==> src/rtl/tdec_pkg.sv <==
package tdec_pkg;

    localparam int unsigned DEF_BITS = 4;

    // Which half of a partial scale the multiplexer bank passes on.
    typedef enum logic {
        SCALE_LOWER = 1'b0,
        SCALE_UPPER = 1'b1
    } half_sel_e;

    // Number of taps for a scale that resolves `bits` binary bits.
    function automatic int unsigned scale_width(input int unsigned bits);
        return (32'd1 << bits) - 32'd1;
    endfunction

    // Zero-based position of the middle tap of a scale of `width` taps.
    function automatic int unsigned mid_index(input int unsigned width);
        return (width - 32'd1) / 32'd2;
    endfunction

endpackage

==> src/rtl/tdec_split_stage.sv <==
module tdec_split_stage
    import tdec_pkg::*;
#(
    parameter int unsigned WIDTH = 15
) (
    input  logic [WIDTH-1:0]              scale_in,
    output logic                          bit_out,
    output logic [mid_index(WIDTH)-1:0]   scale_out
);
    localparam int unsigned MID  = mid_index(WIDTH);
    localparam int unsigned HALF = MID;

    half_sel_e sel;

    always_comb begin
        bit_out = scale_in[MID];
        sel     = half_sel_e'(scale_in[MID]);
    end

    // One 2-to-1 multiplexer per tap of the half-size scale.
    for (genvar k = 0; k < HALF; k++) begin : g_mux
        assign scale_out[k] = (sel == SCALE_UPPER) ? scale_in[MID + 1 + k]
                                                   : scale_in[k];
    end

endmodule

==> src/rtl/tdec_tree.sv <==
module tdec_tree
    import tdec_pkg::*;
#(
    parameter int unsigned BITS = DEF_BITS
) (
    input  logic [scale_width(BITS)-1:0] therm,
    output logic [BITS-1:0]              bin
);
    // Level j holds the partial scale that resolves bit BITS-1-j.
    for (genvar j = 0; j < BITS; j++) begin : g_lvl
        localparam int unsigned W = scale_width(BITS - j);
        logic [W-1:0] sc;
        if (j == 0) begin : g_root
            assign sc = therm;
        end else begin : g_step
            tdec_split_stage #(
                .WIDTH (scale_width(BITS - j + 1))
            ) u_stage (
                .scale_in  (g_lvl[j-1].sc),
                .bit_out   (bin[BITS - j]),
                .scale_out (sc)
            );
        end
    end

    assign bin[0] = g_lvl[BITS-1].sc[0];

endmodule

==> src/rtl/tdec_out_reg.sv <==
module tdec_out_reg #(
    parameter int unsigned BITS = 4
) (
    input  logic            clk,
    input  logic            rst,
    input  logic            take,
    input  logic [BITS-1:0] d,
    output logic            vld_q,
    output logic [BITS-1:0] q
);
    always_ff @(posedge clk) begin
        if (rst) begin
            vld_q <= 1'b0;
            q     <= '0;
        end else begin
            vld_q <= take;
            if (take) begin
                q <= d;
            end
        end
    end

endmodule

==> src/rtl/therm_mux_decoder.sv <==
module therm_mux_decoder
    import tdec_pkg::*;
#(
    parameter int unsigned BITS = DEF_BITS
) (
    input  logic                         clk,
    input  logic                         rst,
    input  logic                         in_vld,
    input  logic [scale_width(BITS)-1:0] therm_in,
    output logic                         out_vld,
    output logic [BITS-1:0]              bin_out
);
    logic [BITS-1:0] tree_bin;

    tdec_tree #(
        .BITS (BITS)
    ) u_tree (
        .therm (therm_in),
        .bin   (tree_bin)
    );

    tdec_out_reg #(
        .BITS (BITS)
    ) u_reg (
        .clk   (clk),
        .rst   (rst),
        .take  (in_vld),
        .d     (tree_bin),
        .vld_q (out_vld),
        .q     (bin_out)
    );

endmodule

==> config.mk <==
export PLATFORM = sky130hd
export DESIGN_NAME = therm_mux_decoder
export DESIGN_NICKNAME = d
export VERILOG_FILES = /design/src/rtl/tdec_pkg.sv /design/src/rtl/tdec_split_stage.sv /design/src/rtl/tdec_tree.sv /design/src/rtl/tdec_out_reg.sv /design/src/rtl/therm_mux_decoder.sv
export SDC_FILE = /design/constraint.sdc
export NUM_CORES = 1
export LEC_CHECK = 0
export BUFFER_PORTS_ARGS = -buffer_cell sky130_fd_sc_hd__buf_2
export CAP_MARGIN = 20
export CELL_PAD_IN_SITES_DETAIL_PLACEMENT = 1
export CELL_PAD_IN_SITES_GLOBAL_PLACEMENT = 1
export CORE_AREA = 2 2 39 41
export CTS_CLUSTER_SIZE = 20
export DETAILED_ROUTE_END_ITERATION = 16
export DIE_AREA = 0 0 41 43
export PLACE_DENSITY = 0.65
export SETUP_SLACK_MARGIN = 0.05
export SYNTH_ARGS = -nofsm -noshare
export SYNTH_HDL_FRONTEND = slang
export SYNTH_SLANG_ARGS = --single-unit
==> constraint.sdc <==
create_clock -name clk -period 1.2 [get_ports clk]
set_clock_uncertainty 0.05 [all_clocks]
set_input_delay 0.24 -clock clk [delete_from_list [all_inputs] [get_ports clk]]
set_output_delay 0.24 -clock clk [all_outputs]
set_load 0.01 [all_outputs]
---- Word-level counts from Yosys, hierarchy flattened ----
Cells that the tools add are included.
word-level totals
  word-level logic and storage cells ...... 13
  bits of input ports ..................... 18
  output and inout port bits .............. 5
  flip-flop bits (word level) ............. 5
operators by class
  mux-type cells .......................... 11
operators with widths
  operator           count
  1-bit two-way mux  11

---- Logic depth before layout (Yosys ltp) ----
  word-level depth ........................ 3
  depth in mapped cells ................... 4
  mapped depth without buffers ............ 4

---- Cells and area by module ----
A second synthesis with hierarchy kept.
unflattened totals
  cell total of the unflattened synthesis .. 31
  area, all modules ....................... 367.9 um^2
modules (own cells, without submodules)
  module                                             area an instance (um^2)  sequential area each (um^2)  cells each  times used
  tdec_out_reg                                       172.7                    100.1                        15          1
  tdec_split_stage (u_tree.g_lvl[1].g_step.u_stage)  123.9                    0.0                          9           1
  tdec_split_stage (u_tree.g_lvl[2].g_step.u_stage)  41.3                     0.0                          4           1
  tdec_split_stage (u_tree.g_lvl[3].g_step.u_stage)  22.5                     0.0                          2           1
  tdec_tree                                          7.5                      0.0                          1           1

---- Worst setup path after synthesis ----
Ideal clock, no wire load.
  path type ............................... input-to-reg
  start point ............................. input port therm_in[11]
  end point ............................... register u_reg.q[0]
  cell stages on the path ................. 4
  required time ........................... 1.071 ns
  setup time .............................. 0.079 ns
  setup slack ............................. 0.046 ns
  arrival time ............................ 1.024 ns
  buffers on the path ..................... 0
  path through ............................ mux2i_1 mux2i_1 mux4_2 a211oi_2
between the ends
  cells in the longest elaborated chain, start to end .. 3
  elaborated cells between the ends (all ways) .. 5
  classes of those cells .................. mux (5)
RTL lines
  element                 RTL line                text
  start: declaration      therm_mux_decoder.sv:9  input logic [scale_width(BITS)-1:0] therm_in,
  1-bit two-way mux (*)   tdec_split_stage.sv:22  assign scale_out[k] = (sel == SCALE_UPPER) ? scale_in[MID + 1 + k]
  1-bit two-way mux       tdec_split_stage.sv:22
  1-bit two-way mux (*)   tdec_split_stage.sv:22
  end signal: assignment  tdec_out_reg.sv:14      q <= '0;
  end signal: assignment  tdec_out_reg.sv:18      q <= d;
  end: declaration        tdec_out_reg.sv:9       output logic [BITS-1:0] q
Every way passes the cells marked *; elsewhere a longest branch is shown, timed or not.
A chain may end at the register's enable or synchronous reset.

---- Worst setup path after layout ----
Ends and elaborated chain as after synthesis.

==> reports/results.ini <==
[global_route]
grt_pass1_wl_um=1170
overflow=0
grt_max_degree=8
antenna_found_initial=0
first_global_vias=310
gr-usage-all-layers_pct=10.3

[routing]
vias=292
first_pass_iters=1
wire_per_inst_um=10.2
drt-initial-drc-count=0
vias_per_cell=4.23
ant_nets=0
routed_wl_um=704
route.detailed.drc=0

[pwr]
leakagePower_uw=0.000251
ir_worst_vdd_uv=231
power.density_nw_per_um2=1070

[final_layout]
fin_area_sq_um=467
drive_gt1_share_pct=58.5
antenna_cells=0
nNetsFinal=72
synthToLayoutAreaGrowth_pct=74.3
stdcell_count=69
final_core_util_pct=33.7

[die]
die_h_um=43
initial_utilization_pct=19.3
dieArea_sq_um=1760
die_x_um=41
ios=23
rows=14
core_sq_um=1380

[clock_network]
clk_pin_slew_ps=40
numCtsBuffers=3
cts_buffer_depth=2
clock_sinks=5
cts_tree=done
h-tree-depth=1
cts_root_buf=clkbuf_4
clock_latency_ps=240

[synthesis]
ys_ff_latch=5
synth_area_sq_um=268
synth.avg_cell_area_sq_um=11.2
syn_inst=24
synth_cell_types=8
yosys_warnings=0
syn-num-nets=42
yosysSeqAreaShare_pct=37.4

[sta]
max_freq_ghz=0.912
fin_crit_sh_pct=91.4
hold_viol_final=0
min_period_ps=1100
max_slew_margin_pct=86.1
slew_violations=0
setup_violations=0
rsz0062_at_grt=true
worst_pin_slew_ps=203

[run]
max_cap_viol_count=0

[placed_design]
dpl.hpwl_um=625
dp_cells=64
io_buffer_count=22
routabilityCongestion=0.649
dpl_cell_area_sq_um=417

[status]
status=completed

[setup_path]
path_delay_family=multiplexers
critPathLaunchType=primary input
cpMaxStageDelayCell=mux4_2
critPathCaptureType=register
crit_path_max_incr_delay_ps=340
crit_fanout=4
cpMostUsedCell=mux2i_1
crit_arrival_ps=1210
path_buf_inv=1
crit_path_cell_trace=buf_8 -> mux2i_1 -> mux2i_1 -> mux4_2 -> a211oi_2
r2r_setup_slack_ps=520
cp.required_ps=1310
path_class=in2reg

[worst_hold_path]
min_path_type=in2reg

==> worst paths after layout <==
check / start / end / cells after the start
max: therm_in[11] / u_reg.q[0] / 5
min reg2reg: u_reg.q[1] / u_reg.q[1] / 2
min: rst / u_reg.q[0] / 2
max reg2reg: u_reg.q[0] / u_reg.q[0] / 2
==> sequential cells by signal (all words and copies together), names as in the netlist <==
name         flops
u_reg.vld_q      1
u_reg.q          4
==> cell families after synthesis <==
group                  synth area share [%]
DFF                                    37.4
AOI/OAI and AO/OA                      7.48
and+or+nand+nor                        7.94
buffers and inverters                  1.40
muxes                                  45.8
==> worst register-to-register path: stages, from the launching register on <==
cell and delay, ps:
dfxtp_1 320, nor2_1 50, a211oi_2 180
==> repair_timing <==
action                     4_1_cts  5_1_grt
hold buffers                     0        0
buffers inserted                 0        1
resized for setup                0        5
setup endpoints to repair        0        1
==> cell usage after synthesis (all sizes together) <==
library cell   n  area, sq um
clkbuf         1         3.75
nor2           4         15.0
a211oi         2         20.0
dfxtp          5          100
mux2i         10          100
mux4           1         22.5
nor2b          1         6.26
==> stage by stage <==
step	worst slack [ps]	setup TNS (ps)	hold WS, ps	total power (uW)
finish	104	0	184	500
global route	35.3	0	184	542
CTS	65.5	0	183	503
detailed placement	-172	-172	433	300
global placement	-103	-103	419	299
floorplan	82.6	0	255	238
==> layer usage <==
metal,track usage [%],routed length (um),up-vias
met4,10.0,19,0
met5,0,0,-
met2,14.1,308,25
met1,12.6,272,120
li1,-,-,145
met3,1.57,105,2
==> final cells by class <==
class | instances | area (sq um)
sequential | 5 | 100
tap | 16 | 20.0
fill | 179 | 917
clock buffer | 4 | 26.3
timing repair buffer | 26 | 156
multi-input combinational | 18 | 164
==> power breakdown <==
group / internal [uW] / switching [uW] / leakage (uW) / total, uW
registers: 179 / 4.82 / 0.0000415 / 183
logic: 74.0 / 47.7 / 0.000195 / 122
clock network: 126 / 68.8 / 0.0000150 / 195
==> cells in the final DEF, fill, tap and decap left out, drive strengths merged <==
master and instances:
nor2 4, nor2b 1, mux4 1, mux2i 10
a211oi 2, buf 26, clkbuf 4, dfxtp 5
Note: power is estimated with default switching activity, not from simulation.
